<file path="src/rtl/divclk_pkg.sv">
package divclk_pkg;

  localparam int GEN_W   = 13;
  localparam int MAX_GEN = 8;
  localparam int SEL_W   = 3;
  localparam int DIV_W   = 8;

  // field order mirrors the lane word layout, bit 12 down to bit 0
  typedef struct packed {
    logic [DIV_W-1:0] divM1;
    logic [SEL_W-1:0] src;
    logic             outInv;
    logic             bypass;
  } genCfg_t;

  typedef enum logic [1:0] {
    BUS_OFF  = 2'd0,
    BUS_RSVD = 2'd1,
    BUS_DYN  = 2'd2,
    BUS_ON   = 2'd3
  } busMode_e;

  typedef struct packed {
    logic               divEn;
    logic [MAX_GEN-1:0] inInv;
  } pathCtl_t;

endpackage

</file>
<file path="src/rtl/divclk_regs.sv">
module divclk_regs
  import divclk_pkg::*;
#(
  parameter int NUM_GEN = 2,
  parameter int ADDR_W  = 3,
  parameter int DATA_W  = 32
) (
  input  logic                       clk,
  input  logic                       rstN,
  input  logic [ADDR_W-1:0]          regAddr,
  input  logic                       regWrEn,
  input  logic                       regRdEn,
  input  logic [DATA_W-1:0]          regWdata,
  output logic [DATA_W-1:0]          regRdata,
  output genCfg_t [NUM_GEN-1:0]      genCfg,
  output pathCtl_t                   pathCtl,
  output logic                       busClkEn,
  output logic                       apbClkEn
);

  localparam int SHARED_IDX = 2 * NUM_GEN;
  localparam int SHARED_W   = 4 + NUM_GEN;

  logic [SHARED_W-1:0] sharedQ;
  logic [SHARED_W-1:0] sharedRd;
  logic                sharedHit;
  logic                accessPending;
  busMode_e            busMode;

  assign sharedHit     = (regAddr == ADDR_W'(SHARED_IDX));
  assign accessPending = regWrEn | regRdEn;
  assign busMode       = busMode_e'(sharedQ[1:0]);

  always_ff @(posedge clk) begin
    if (!rstN) begin
      sharedQ <= '0;
    end else if (regWrEn && sharedHit) begin
      sharedQ <= regWdata[SHARED_W-1:0];
    end
  end

  for (genvar g = 0; g < NUM_GEN; g++) begin : g_laneReg
    always_ff @(posedge clk) begin
      if (!rstN) begin
        genCfg[g] <= '0;
      end else if (regWrEn && regAddr == ADDR_W'(2 * g)) begin
        genCfg[g] <= genCfg_t'(regWdata[GEN_W-1:0]);
      end
    end
  end

  // reserved bus code reads back as disabled
  always_comb begin
    sharedRd = sharedQ;
    if (busMode == BUS_RSVD) sharedRd[1:0] = 2'b00;
  end

  always_comb begin
    regRdata = '0;
    if (sharedHit) regRdata = DATA_W'(sharedRd);
    for (int g = 0; g < NUM_GEN; g++) begin
      if (regAddr == ADDR_W'(2 * g)) regRdata = DATA_W'(genCfg[g]);
    end
  end

  always_comb begin
    pathCtl       = '0;
    pathCtl.divEn = sharedQ[2];
    pathCtl.inInv = MAX_GEN'(sharedQ[SHARED_W-1:4]);
  end

  always_comb begin
    unique case (busMode)
      BUS_ON:  busClkEn = 1'b1;
      BUS_DYN: busClkEn = accessPending;
      default: busClkEn = 1'b0;
    endcase
  end

  assign apbClkEn = sharedQ[3] | accessPending;

endmodule

</file>
<file path="src/rtl/divclk_lane.sv">
module divclk_lane
  import divclk_pkg::*;
#(
  parameter int NUM_SRC = 8
) (
  input  logic               clk,
  input  logic               rstN,
  input  logic [NUM_SRC-1:0] srcLvlIn,
  input  genCfg_t            cfg,
  input  logic               divEn,
  input  logic               inInv,
  output logic               genClk
);

  localparam int SRC_SPAN = 1 << SEL_W;

  logic [SRC_SPAN-1:0] srcPad;
  logic [SEL_W-1:0]    actSrc;
  logic [DIV_W-1:0]    actDiv;
  logic [DIV_W-1:0]    cnt;
  logic [DIV_W-1:0]    nCnt;
  logic [DIV_W-1:0]    nDiv;
  logic [DIV_W:0]      halfN;
  logic                lvl;
  logic                lvlQ;
  logic                srcEdge;
  logic                wrap;
  logic                divOut;

  always_comb begin
    srcPad                = '0;
    srcPad[NUM_SRC-1:0]   = srcLvlIn;
  end

  assign lvl     = srcPad[actSrc] ^ inInv;
  assign srcEdge = lvl & ~lvlQ;
  assign wrap    = (cnt == actDiv);
  assign nDiv    = wrap ? cfg.divM1 : actDiv;
  assign nCnt    = wrap ? '0 : cnt + DIV_W'(1);
  assign halfN   = ({1'b0, nDiv} + (DIV_W+1)'(1)) >> 1;

  always_ff @(posedge clk) begin
    if (!rstN) begin
      lvlQ   <= 1'b0;
      cnt    <= '0;
      actDiv <= '0;
      actSrc <= '0;
      divOut <= 1'b0;
    end else begin
      lvlQ <= lvl;
      if (divEn) begin
        if (srcEdge) begin
          cnt <= nCnt;
          if (wrap) begin
            actDiv <= cfg.divM1;
            actSrc <= cfg.src;
          end
          divOut <= (nDiv == '0) ? 1'b1 : ({1'b0, nCnt} < halfN);
        end else if (actDiv == '0) begin
          divOut <= lvl;
        end
      end
    end
  end

  assign genClk = (cfg.bypass ? lvl : divOut) ^ cfg.outInv;

endmodule

</file>
<file path="src/rtl/divclk_path.sv">
module divclk_path
  import divclk_pkg::*;
#(
  parameter int NUM_GEN = 2,
  parameter int NUM_SRC = 8
) (
  input  logic                  clk,
  input  logic                  rstN,
  input  logic [NUM_SRC-1:0]    srcLvlIn,
  input  genCfg_t [NUM_GEN-1:0] genCfg,
  input  pathCtl_t              pathCtl,
  output logic [NUM_GEN-1:0]    genClk
);

  for (genvar g = 0; g < NUM_GEN; g++) begin : g_lane
    divclk_lane #(.NUM_SRC(NUM_SRC)) u_lane (
      .clk      (clk),
      .rstN     (rstN),
      .srcLvlIn (srcLvlIn),
      .cfg      (genCfg[g]),
      .divEn    (pathCtl.divEn),
      .inInv    (pathCtl.inInv[g]),
      .genClk   (genClk[g])
    );
  end

endmodule

</file>
<file path="src/rtl/divclk_gen.sv">
module divclk_gen
  import divclk_pkg::*;
#(
  parameter int NUM_GEN = 2,
  parameter int NUM_SRC = 8,
  parameter int DATA_W  = 32,
  parameter int ADDR_W  = $clog2(2 * NUM_GEN + 1)
) (
  input  logic               clk,
  input  logic               rstN,
  input  logic [ADDR_W-1:0]  regAddr,
  input  logic               regWrEn,
  input  logic               regRdEn,
  input  logic [DATA_W-1:0]  regWdata,
  output logic [DATA_W-1:0]  regRdata,
  input  logic [NUM_SRC-1:0] srcLvlIn,
  output logic [NUM_GEN-1:0] genClk,
  output logic               busClkEn,
  output logic               apbClkEn
);

  genCfg_t [NUM_GEN-1:0] genCfg;
  pathCtl_t              pathCtl;

  divclk_regs #(
    .NUM_GEN (NUM_GEN),
    .ADDR_W  (ADDR_W),
    .DATA_W  (DATA_W)
  ) u_regs (
    .clk      (clk),
    .rstN     (rstN),
    .regAddr  (regAddr),
    .regWrEn  (regWrEn),
    .regRdEn  (regRdEn),
    .regWdata (regWdata),
    .regRdata (regRdata),
    .genCfg   (genCfg),
    .pathCtl  (pathCtl),
    .busClkEn (busClkEn),
    .apbClkEn (apbClkEn)
  );

  divclk_path #(
    .NUM_GEN (NUM_GEN),
    .NUM_SRC (NUM_SRC)
  ) u_path (
    .clk      (clk),
    .rstN     (rstN),
    .srcLvlIn (srcLvlIn),
    .genCfg   (genCfg),
    .pathCtl  (pathCtl),
    .genClk   (genClk)
  );

endmodule

</file>
<file path="config.mk">
export PLATFORM = sky130hd
export DESIGN_NAME = divclk_gen
export DESIGN_NICKNAME = d
export VERILOG_FILES = /design/src/rtl/divclk_pkg.sv /design/src/rtl/divclk_regs.sv /design/src/rtl/divclk_lane.sv /design/src/rtl/divclk_path.sv /design/src/rtl/divclk_gen.sv
export SDC_FILE = /design/constraint.sdc
export NUM_CORES = 1
export LEC_CHECK = 0
export BUFFER_PORTS_ARGS = -buffer_cell sky130_fd_sc_hd__buf_4
export CORE_UTILIZATION = 40
export CTS_CLUSTER_DIAMETER = 60
export CTS_CLUSTER_SIZE = 40
export DETAILED_ROUTE_END_ITERATION = 12
export GPL_TIMING_DRIVEN = 0
export HOLD_SLACK_MARGIN = 0.02
export PLACE_DENSITY = 0.7
export SYNTH_ARGS = -nofsm -noshare
export SYNTH_HDL_FRONTEND = slang
export SYNTH_SLANG_ARGS = --single-unit
export TNS_END_PERCENT = 20
</file>
<file path="constraint.sdc">
create_clock -name clk -period 9.9 [get_ports clk]
set_clock_uncertainty 0.1 [all_clocks]
set_input_delay 0.495 -clock clk [delete_from_list [all_inputs] [get_ports clk]]
set_output_delay 0.495 -clock clk [all_outputs]
set_load 0.01 [all_outputs]
</file>
==> results of run 1 <==
## cell usage after synthesis, types with 6 or more instances
cell type and number:
a21boi_0 29, a21oi_1 12, and3_1 6, buf_2 6, buf_4 24, clkbuf_1 21
dfxtp_1 74, ha_1 20, mux2i_1 50, nand2_1 97, nand3_1 38, nand4_1 12
nor2_1 38, nor2b_1 29, o21ai_0 18, o21ai_1 10, xnor2_1 27, xor2_1 16
## layer usage
| layer | part of all wire | GRT usage |
|---|---|---|
| met2 | 0.45 | 0.342 |
| met4 | 0.026 | 0.0904 |
| met1 | 0.47 | 0.290 |
| met5 | 0 | 0 |
| met3 | 0.056 | 0.0402 |
## sequential cells by signal, indices dropped and copies added (netlist names)
signal and count:
u_path.g_lane.u_lane.actDiv 16, u_path.g_lane.u_lane.actSrc 6, u_path.g_lane.u_lane.cnt 16, u_path.g_lane.u_lane.divOut 2, u_path.g_lane.u_lane.lvlQ 2, u_regs.genCfg 26
u_regs.sharedQ 6
## power groups by stage
| stage | combinational, mW | clock, mW | sequential (mW) |
|---|---|---|---|
| final | 0.0685 | 0.342 | 0.306 |
| after global routing | 0.0748 | 0.359 | 0.306 |
| after detailed placement | 0.0674 | 0 | 0.312 |
| after floorplan | 0.0440 | 0 | 0.310 |
| after CTS | 0.0679 | 0.349 | 0.306 |
| after global placement | 0.0663 | 0 | 0.312 |
## kinds of logic (layout without fill, tap and decap cells)
logic type               after synthesis  count (layout)  share of synthesized area
multiplexers                          57              57                      0.128
AND/OR/NAND/NOR                      249             249                      0.245
buffers and inverters                 62             120                     0.0699
flip-flops                            74              74                      0.300
adder cells (fa/ha/maj)               20              20                     0.0506
other                                  1              19                   0.000759
AO/OA/AOI/OAI                         94              94                      0.126
XOR/XNOR                              44              44                     0.0795
## worst reg2reg max path, delay by kind of cell, from the launching register on
kind | cells | cell delay [ns]
adders and majority gates | 2 | 0.53
muxes | 1 | 0.17
AOI/OAI and AO/OA | 3 | 0.77
DFF | 1 | 0.30
buffers and inverters | 4 | 0.82
and+or+nand+nor | 6 | 1.23
xor gates and xnor gates | 2 | 0.33
## layout make-up
type	instances	area [sq um]	share of cell area
Multi-Input combinational cell	483	3180	0.547
Timing Repair Buffer	42	315	0.0542
Clock inverter	7	82.6	0.0142
Sequential cell	74	1480	0.255
Tap cell	147	184	0.0316
Clock buffer	9	225	0.0387
Buffer	57	327	0.0562
Inverter	5	18.8	0.00323
## cell usage in the layout, fill, tap and decap left out, types with 9 or more instances in the layout
cell type,Yosys,routed
a21boi_0,29,29
a21oi_1,12,12
buf_4,24,66
clkbuf_1,21,21
clkbuf_16,0,9
conb_1,1,19
dfxtp_1,74,74
ha_1,20,20
mux2i_1,50,50
nand2_1,97,97
nand3_1,38,38
nand4_1,12,12
nor2_1,38,38
nor2b_1,29,29
o21ai_0,18,18
o21ai_1,10,10
xnor2_1,27,27
xor2_1,16,16
## how the worst max path moves through the flow
stage / endpoint / slack, ns
floorplan: u_path.g_lane[1].u_lane.divOut / 6.23
global placement: u_path.g_lane[1].u_lane.divOut / 5.64
detailed placement: u_path.g_lane[1].u_lane.divOut / 5.59
CTS: u_path.g_lane[1].u_lane.divOut / 5.51
global route: u_path.g_lane[1].u_lane.divOut / 5.24
finish: u_path.g_lane[1].u_lane.divOut / 5.51
==> impl_metrics.env, run 1 <==
export IMPL_crit_required_ns=10.03
export IMPL_finalInstanceArea_sq_um=5820
export IMPL_share_comb_of_total_power=0.096
export IMPL_hold_buffers=0
export IMPL_grt_max_degree=16
export IMPL_total_power_mw=0.716
export IMPL_timing_hold_ws_ns=0.310
export IMPL_syn_cell_area_sq_um=4940
export IMPL_syn_avg_cell_area_sq_um=8.22
export IMPL_crit_start="u_path.g_lane[1].u_lane.actDiv[2]"
export IMPL_setup_viol=0
export IMPL_drv_cap=0
export IMPL_critPathMaxFanout=10
export IMPL_r2r_end="u_path.g_lane[1].u_lane.divOut"
export IMPL_via_per_inst=5.43
export IMPL_fin_nets=739
export IMPL_outcome="complete, no violations"
export IMPL_r2r_slack_ns=5.51
export IMPL_timing_slew_headroom=0.525
export IMPL_antenna_found_initial=0
export IMPL_cts_sinks=74
export IMPL_ys_seq_area_frac=0.300
export IMPL_htree_levels=3
export IMPL_worstHoldStart="regWdata[12]"
export IMPL_overflow=0
export IMPL_antenna_cells=0
export IMPL_power_frac_clock=0.477
export IMPL_wl_per_cell_microns=16.2
export IMPL_crit_buf_inv=4
export IMPL_drive_above_1_share=0.154
export IMPL_intPower_mw=0.533
export IMPL_drtAntennaViolNets=0
export IMPL_root_buffer="clkbuf_16"
export IMPL_crit_slowest_cell="or3_1"
export IMPL_synthCells=601
export IMPL_pwr_density_cell_nw_per_um2=123
export IMPL_cts_tree="done"
export IMPL_grt_pass1_wl_microns=21700
export IMPL_dp_cells=808
export IMPL_place_area_sq_um=5510
export IMPL_finalSetupTns_ns=0
export IMPL_synth_largest_area_cell="dfxtp_1"
export IMPL_clockBufferDepth=2
export IMPL_slowest_delay_ns=0.39
export IMPL_critical_path_class="flop to flop"
export IMPL_async_reset_ff_frac=0
export IMPL_start_util=0.411
export IMPL_worst_pin_slew_ns=0.712
export IMPL_grtUsageTotal=0.217
export IMPL_yosys_most_used_dff="dfxtp_1"
export IMPL_grt_pass1_vias=4283
export IMPL_rsz0062_at_grt="no"
export IMPL_ir_worst_vdd_v=0.0000890
export IMPL_path_delay_family="simple AND/OR/NAND/NOR gates"
export IMPL_dp_hpwl_microns=10000
export IMPL_rr_worst_depth=18
export IMPL_hold_class="input port to flop"
export IMPL_hold_depth=3
export IMPL_clk_pin_slew_worst_paths_ns=0.07
export IMPL_crit_chain="clkbuf_1, xnor2_1, nand4_1, nor2_4, buf_2, mux2i_1, inv_1, ha_1, inv_1, or3_1, xor2_1, nand2_1, nand3_1, ha_1, nand4_1, o31a_1, a221oi_1, o21ai_1"
export IMPL_fmaxAchievable_mhz=228
export IMPL_fp_dieW_microns=113
export IMPL_crit_arrival_ns=4.51
export IMPL_routabilityCongestion=0.868
export IMPL_die_height_microns=113
export IMPL_fillers=1174
export IMPL_drc=0
export IMPL_period_needed_ns=4.39
export IMPL_finalMaxSlewViolations=0
export IMPL_synth_seq_cells=74
export IMPL_final_util=0.484
export IMPL_path_depth=18
export IMPL_dr_pass1_iters=5
export IMPL_synth_edf_count=0
export IMPL_io_buffers=42
export IMPL_placementRows=40
export IMPL_hold_viol_final=0
export IMPL_swShare=0.256
export IMPL_fin_crit_sh=0.443
export IMPL_cts_resized=0
export IMPL_hold_path_endpoint="u_regs.genCfg[12]"
export IMPL_yosys_warnings=0
export IMPL_cp_start_kind="flop"
export IMPL_switchingPower_mw=0.183
export IMPL_r2r_start="u_path.g_lane[1].u_lane.actDiv[2]"
export IMPL_die_area_sq_um=12800
export IMPL_place_ws_ns=5.59
export IMPL_cts_made_buffers=9
export IMPL_coreArea_sq_um=12000
export IMPL_syn2layout_area_growth_pct=17.7
export IMPL_insertion_delay_ns=0.35
export IMPL_yosysUniqueCellTypes=57
export IMPL_synth_top_area_frac=0.300
export IMPL_pwr_share_seq=0.427
export IMPL_post_cts_setup_buffer_count=0
export IMPL_vias=4473
export IMPL_fin_cells=824
export IMPL_end_kind="flop"
export IMPL_ys_top_cells_by_area="dfxtp_1 30%, mux2i_1 10%, nand2_1 7.4%"
export IMPL_pin_count=83
export IMPL_drt_iter0_markers=306
export IMPL_worst_slack_ns=5.51
export IMPL_routed_wl_microns=13400
export IMPL_leakagePower_nw=2.39
Power figures use the tool's default switching activity.
==> inputs of run 2 (changes only) <==
- ABC_AREA: not set -> 1
- clock period: 9.9 -> 4.2 ns (I/O delays scaled with it)
==> run 2 against run 1 <==
  * Core utilization is 1.7 points higher
  * Final cell count is 7.8% higher
  * Global-route usage is 0.22 points higher
  * Worst hold slack worse by 0.25 ns
  * Critical path type unchanged
  * Highest routed layer unchanged
==> impl_metrics.env, run 2 <==
export IMPL_root_buffer="clkbuf_16"
export IMPL_fin_crit_sh=0.791
export IMPL_hold_depth=3
export IMPL_worst_pin_slew_ns=0.692
export IMPL_routed_wl_microns=12500
export IMPL_finalMaxSlewViolations=0
export IMPL_post_cts_setup_buffer_count=0
export IMPL_grt_pass1_vias=4247
export IMPL_hold_viol_final=0
export IMPL_yosys_warnings=0
export IMPL_swShare=0.287
export IMPL_drc=0
export IMPL_grt_pass1_wl_microns=20100
export IMPL_wl_per_cell_microns=14.1
export IMPL_cts_sinks=74
export IMPL_cp_start_kind="flop"
export IMPL_regMostFlops="u_regs.genCfg"
export IMPL_io_buffers=43
export IMPL_ys_seq_area_frac=0.320
export IMPL_clk_pin_slew_worst_paths_ns=0.06
export IMPL_timing_hold_ws_ns=0.0639
export IMPL_seq_area_sq_um=1480
export IMPL_finalInstanceArea_sq_um=5530
export IMPL_antenna_found_initial=0
export IMPL_via_per_inst=5.06
export IMPL_synth_seq_cells=74
export IMPL_share_comb_of_total_power=0.202
export IMPL_timing_slew_headroom=0.538
export IMPL_drv_cap=0
export IMPL_fin_nets=810
export IMPL_cts_made_buffers=9
export IMPL_vias=4496
export IMPL_final_util=0.502
export IMPL_fillers=1094
export IMPL_setup_viol=0
export IMPL_end_kind="flop"
export IMPL_async_reset_ff_frac=0
export IMPL_intPower_mw=1.45
export IMPL_insertion_delay_ns=0.34
export IMPL_ys_top_cells_by_area="dfxtp_1 32%, nand2_1 11%, a21oi_1 9.3%"
export IMPL_period_needed_ns=3.32
export IMPL_syn_avg_cell_area_sq_um=6.89
export IMPL_die_height_microns=110
export IMPL_final_cell_mix="133 x nand2_1, 86 x a21oi_1, 82 x inv_1"
export IMPL_die_area_sq_um=12000
export IMPL_crit_required_ns=4.36
export IMPL_largest_reg_flops=26
export IMPL_pwr_share_seq=0.362
export IMPL_ir_worst_vdd_v=0.000220
export IMPL_syn_cell_area_sq_um=4620
export IMPL_r2r_start="u_path.g_lane[1].u_lane.cnt[0]"
export IMPL_drtAntennaViolNets=0
export IMPL_critical_path_class="flop to flop"
export IMPL_worstHoldStart="regWdata[3]"
export IMPL_finalSetupTns_ns=0
export IMPL_cts_resized=0
export IMPL_yosysUniqueCellTypes=36
export IMPL_htree_levels=3
export IMPL_outcome="complete, no violations"
export IMPL_crit_arrival_ns=3.48
export IMPL_place_area_sq_um=5190
export IMPL_hold_buffers=0
export IMPL_crit_slowest_cell="dfxtp_1"
export IMPL_clockBufferDepth=2
export IMPL_endpoint="u_path.g_lane[1].u_lane.divOut"
export IMPL_drive_above_1_share=0.167
export IMPL_fp_dieW_microns=110
export IMPL_antenna_cells=0
export IMPL_top_regs="u_regs.genCfg (26), u_path.g_lane.u_lane.actDiv (16), u_path.g_lane.u_lane.cnt (16)"
export IMPL_synth_most_common_cell="nand2_1"
export IMPL_slowest_delay_ns=0.41
export IMPL_synth_edf_count=0
export IMPL_yosys_top_cells_count="133 x nand2_1, 86 x a21oi_1, 82 x inv_1, 74 x dfxtp_1, 62 x o21ai_0"
export IMPL_switchingPower_mw=0.586
export IMPL_cts_tree="done"
export IMPL_rsz0062_at_grt="no"
export IMPL_pwr_density_cell_nw_per_um2=369
export IMPL_synth_top_area_frac=0.320
export IMPL_routabilityCongestion=0.893
export IMPL_multi_input_area_sq_um=2560
export IMPL_yosys_most_used_dff="dfxtp_1"
export IMPL_crit_start="u_path.g_lane[1].u_lane.cnt[0]"
export IMPL_pin_count=83
export IMPL_crit_top_cell="nand2_1"
export IMPL_grt_max_degree=14
export IMPL_critPathMaxFanout=10
export IMPL_synth_largest_area_cell="dfxtp_1"
export IMPL_overflow=0
export IMPL_dr_pass1_iters=5
export IMPL_coreArea_sq_um=11000
export IMPL_grtUsageTotal=0.219
export IMPL_synthCells=671
export IMPL_r2r_slack_ns=0.88
export IMPL_dp_hpwl_microns=9470
export IMPL_final_common_cell="nand2_1"
export IMPL_r2r_end="u_path.g_lane[1].u_lane.divOut"
export IMPL_leakagePower_nw=2.33
export IMPL_placementRows=38
export IMPL_hold_class="input port to flop"
export IMPL_syn2layout_area_growth_pct=19.7
export IMPL_power_frac_clock=0.436
export IMPL_fmaxAchievable_mhz=301
export IMPL_rr_worst_depth=22
export IMPL_crit_chain="xnor2_1, nand2_1, nor2_2, nand2_4, inv_4, buf_6, nand2_1, o21a_4, inv_1, ha_1, nand3_1, nor2_1, nand2_1, xor2_1, ha_1, a21oi_1, nor2_1, a211oi_1, nand2_1, nand2_1, nand2_1, a21oi_1"
export IMPL_drt_iter0_markers=313
export IMPL_start_util=0.419
[run 2: cell type report]
type / instances / area share
multi-input combinational: 476 / 0.463
sequential: 74 / 0.268
inverter: 94 / 0.0647
timing repair buffer: 43 / 0.0583
buffer: 45 / 0.0520
clock buffer: 10 / 0.0414
tap: 140 / 0.0317
clock inverter: 6 / 0.0208
[run 2: metrics by stage]
stage	instances	setup slack (ns)	power [mW]
2_1_floorplan	689	1.37	1.05
3_3_place_gp	872	1.05	1.15
3_5_place_dp	872	0.963	1.16
4_1_cts	888	0.960	2.04
5_1_grt	888	0.574	2.13
6_report	888	0.878	2.04
[run 2: cells by family after synthesis]
logic type	after synthesis	share of synthesized area
other cells	1	0.000811
buf+inv	139	0.140
flops	74	0.320
fa+ha+maj	20	0.0541
compound gates	186	0.221
xor+xnor	28	0.0547
simple gates	223	0.209
[run 2: worst min-delay path by stage]
stage / slack, ns / end
2_1_floorplan: 0.28 / u_regs.genCfg[2]
3_3_place_gp: 0.35 / u_path.g_lane[0].u_lane.divOut
3_5_place_dp: 0.37 / u_path.g_lane[0].u_lane.divOut
4_1_cts: 0.06 / u_regs.genCfg[3]
5_1_grt: 0.07 / u_regs.genCfg[13]
6_report: 0.06 / u_regs.genCfg[3]
[run 2: power groups by stage]
stage / sequential [mW] / clock (mW) / combinational, mW
finish: 0.738 / 0.891 / 0.413
global route: 0.740 / 0.934 / 0.460
CTS: 0.738 / 0.895 / 0.408
detailed placement: 0.753 / 0 / 0.404
global placement: 0.752 / 0 / 0.395
floorplan: 0.748 / 0 / 0.299
[run 2: layer usage]
layer	vias to the layer above	wire length, microns	GRT usage
met5	-	0	0
met4	0	235	0.0724
met3	24	788	0.0575
met2	143	5980	0.376
met1	2029	5490	0.264
li1	2300	-	-
[run 2: worst max-delay path, delay by kind of cell, from the launching register on]
family	cells	cell delay [ns]
XOR/XNOR	2	0.30
buffers and inverters	3	0.29
AO/OA/AOI/OAI	4	0.62
flip-flops	1	0.41
adder cells (fa/ha/maj)	2	0.46
AND/OR/NAND/NOR	11	1.07
==> inputs of run 3 (changes only) <==
- clock period: 4.2 -> 3.3 ns (I/O delays scaled with it)
==> run 3 against run 2 <==
  * Core utilization rose by 1.4 points
  * Critical path depth did not move
  * Global-route usage barely moved
  * Die area did not move
  * Sequential share of layout area fell by 0.28 points
  * Clock power rose by 28%
  * Via count rose by 1.1%
  * Wire length rose by 1.9%
  * Clock-buffer cell count did not move
  * Combinational power rose by 34%
  * Power rose by 29%
  * Final area rose by 2.8%
  * Critical path type unchanged
  * Highest routed layer unchanged
==> impl_metrics.env, run 3 (same netlist as run 2, synthesis figures left out) <==
export IMPL_outcome="complete, no violations"
export IMPL_cts_made_buffers=9
export IMPL_period_needed_ns=3.10
export IMPL_via_per_inst=5.07
export IMPL_fmaxAchievable_mhz=322
export IMPL_largest_reg_flops=26
export IMPL_root_buffer="clkbuf_16"
export IMPL_fin_cells=896
export IMPL_crit_required_ns=3.47
export IMPL_cts_tree="done"
export IMPL_dr_pass1_iters=5
export IMPL_drv_cap=0
export IMPL_die_area_sq_um=12000
export IMPL_placementRows=38
export IMPL_hold_class="input port to flop"
export IMPL_antenna_cells=0
export IMPL_io_buffers=43
export IMPL_grt_pass1_wl_microns=20100
export IMPL_cp_start_kind="flop"
export IMPL_place_ws_ns=0.0627
export IMPL_coreArea_sq_um=11000
export IMPL_pin_count=83
export IMPL_die_height_microns=110
export IMPL_end_kind="flop"
export IMPL_crit_slowest_cell="dfxtp_4"
export IMPL_grt_max_degree=14
export IMPL_wl_per_cell_microns=14.2
export IMPL_worst_pin_slew_ns=0.692
export IMPL_crit_buf_inv=3
export IMPL_fp_dieW_microns=110
export IMPL_overflow=0
export IMPL_routabilityCongestion=0.893
export IMPL_start_util=0.419
export IMPL_leakagePower_nw=2.39
export IMPL_syn2layout_area_growth_pct=23.0
export IMPL_clk_pin_slew_worst_paths_ns=0.06
export IMPL_grt_pass1_vias=4250
export IMPL_htree_levels=3
export IMPL_pwr_density_cell_nw_per_um2=463
export IMPL_critPathMaxFanout=10
export IMPL_finalInstanceArea_sq_um=5690
export IMPL_antenna_found_initial=0
export IMPL_crit_start="u_path.g_lane[1].u_lane.actDiv[7]"
export IMPL_r2r_slack_ns=0.20
export IMPL_drc=0
export IMPL_path_depth=22
export IMPL_routed_wl_microns=12700
export IMPL_worst_slack_ns=0.199
export IMPL_dp_cells=872
export IMPL_path_delay_family="simple AND/OR/NAND/NOR gates"
export IMPL_regMostFlops="u_regs.genCfg"
export IMPL_timing_slew_headroom=0.539
export IMPL_fin_nets=818
export IMPL_drive_above_1_share=0.218
export IMPL_top_layer="met4"
export IMPL_insertion_delay_ns=0.34
export IMPL_top_regs="u_regs.genCfg (26), u_path.g_lane.u_lane.actDiv (16), u_path.g_lane.u_lane.cnt (16)"
export IMPL_slowest_delay_ns=0.36
export IMPL_rr_worst_depth=22
export IMPL_final_common_cell="nand2_1"
export IMPL_critical_path_class="flop to flop"
export IMPL_drt_iter0_markers=302
export IMPL_finalMaxSlewViolations=0
export IMPL_clockBufferDepth=2
export IMPL_crit_top_cell="nand2_1"
export IMPL_crit_arrival_ns=3.27
export IMPL_final_cell_mix="131 x nand2_1, 85 x a21oi_1, 80 x inv_1"
export IMPL_vias=4545
export IMPL_timing_hold_ws_ns=0.0243
export IMPL_finalSetupTns_ns=0
export IMPL_met3WireLength_microns=956
export IMPL_dp_hpwl_microns=9470
export IMPL_grtUsageTotal=0.219
export IMPL_fin_crit_sh=0.940
export IMPL_rsz0062_at_grt="no"
export IMPL_setup_viol=0
export IMPL_drtAntennaViolNets=0
export IMPL_hold_viol_final=0
export IMPL_cts_sinks=74
export IMPL_r2r_start="u_path.g_lane[1].u_lane.actDiv[7]"
export IMPL_ir_worst_vdd_v=0.000283
export IMPL_fillers=1090
export IMPL_crit_chain="xnor2_2, nand2_2, nor2_4, nand2_4, inv_4, buf_8, nand2_2, o21a_4, inv_1, ha_2, nand3_2, nor2_2, nand2_1, xor2_1, ha_1, a21oi_1, nor2_1, a211oi_2, nand2_1, nand2_1, nand2_1, a21oi_2"
export IMPL_routed_wl_met2_microns=6100
export IMPL_place_area_sq_um=5190
export IMPL_endpoint="u_path.g_lane[1].u_lane.divOut"
export IMPL_r2r_end="u_path.g_lane[1].u_lane.divOut"
export IMPL_wl_met1_microns=5430
-- run 3: changes by cell type in the layout (fill, tap and decap cells not counted), moves of 3 or more --
cell / previous run / this run
xnor2_1: 16 / 13
buf_4: 66 / 73
dfxtp_1: 74 / 56
xnor2_2: 0 / 3
dfxtp_2: 0 / 17
-- run 3: worst min path at each step --
stage                                               from                             end  slack, ns  depth (start not counted)
after global placement    u_path.g_lane[0].u_lane.divOut  u_path.g_lane[0].u_lane.divOut       0.35                          2
after global routing                         regWdata[0]               u_regs.genCfg[13]       0.03                          3
after floorplan                              regWdata[2]                u_regs.genCfg[2]       0.23                          2
after detailed placement  u_path.g_lane[0].u_lane.divOut  u_path.g_lane[0].u_lane.divOut       0.37                          2
final                                        regWdata[6]               u_regs.genCfg[19]       0.02                          3
after CTS                                    regWdata[4]                u_regs.genCfg[4]       0.02                          3
-- run 3: per-layer routing --
layer,up-vias,GRT usage
li1,2306,-
met1,2037,0.265
met2,172,0.376
met3,30,0.0575
met4,0,0.0724
met5,-,0
-- run 3: timing repair --
action,4_1_cts,5_1_grt
hold buffers,1,0
endpoints found under the setup margin,0,2
hold endpoints to repair,1,0
resized for setup,0,37
setup buffers,0,7
-- run 3: area by class of cell --
class                           count  area (sq um)  area share
Buffer                             45           292      0.0513
Clock inverter                      6           115      0.0202
Clock buffer                       10           229      0.0403
Inverter                           94           363      0.0638
Tap cell                          140           175      0.0308
Sequential cell                    74          1510       0.265
Multi-Input combinational cell    476          2620       0.461
Timing Repair Buffer               51           385      0.0678
-- run 3: stage by stage --
step           total power, mW   util
2_1_floorplan             1.33      -
3_3_place_gp              1.46  0.470
4_1_cts                   2.60  0.502
3_5_place_dp              1.47  0.470
5_1_grt                   2.75  0.515
6_report                  2.63  0.515
-- run 3: report_power, final --
group	internal, mW	switching (mW)	leakage, nW
sequential	0.920	0.0205	0.609
combinational	0.212	0.341	1.61
clock	0.741	0.396	0.163
total	1.87	0.758	2.39
-- run 3: worst reg2reg max path, stage by stage, from the launching register on --
cell and delay [ns]:
dfxtp_4 0.36, xnor2_2 0.16, nand2_2 0.08, nor2_4 0.13, nand2_4 0.09, inv_4 0.07
buf_8 0.14, nand2_2 0.07, o21a_4 0.14, inv_1 0.06, ha_2 0.19, nand3_2 0.11
nor2_2 0.16, nand2_1 0.07, xor2_1 0.14, ha_1 0.29, a21oi_1 0.13, nor2_1 0.07
a211oi_2 0.15, nand2_1 0.08, nand2_1 0.06, nand2_1 0.06, a21oi_2 0.11
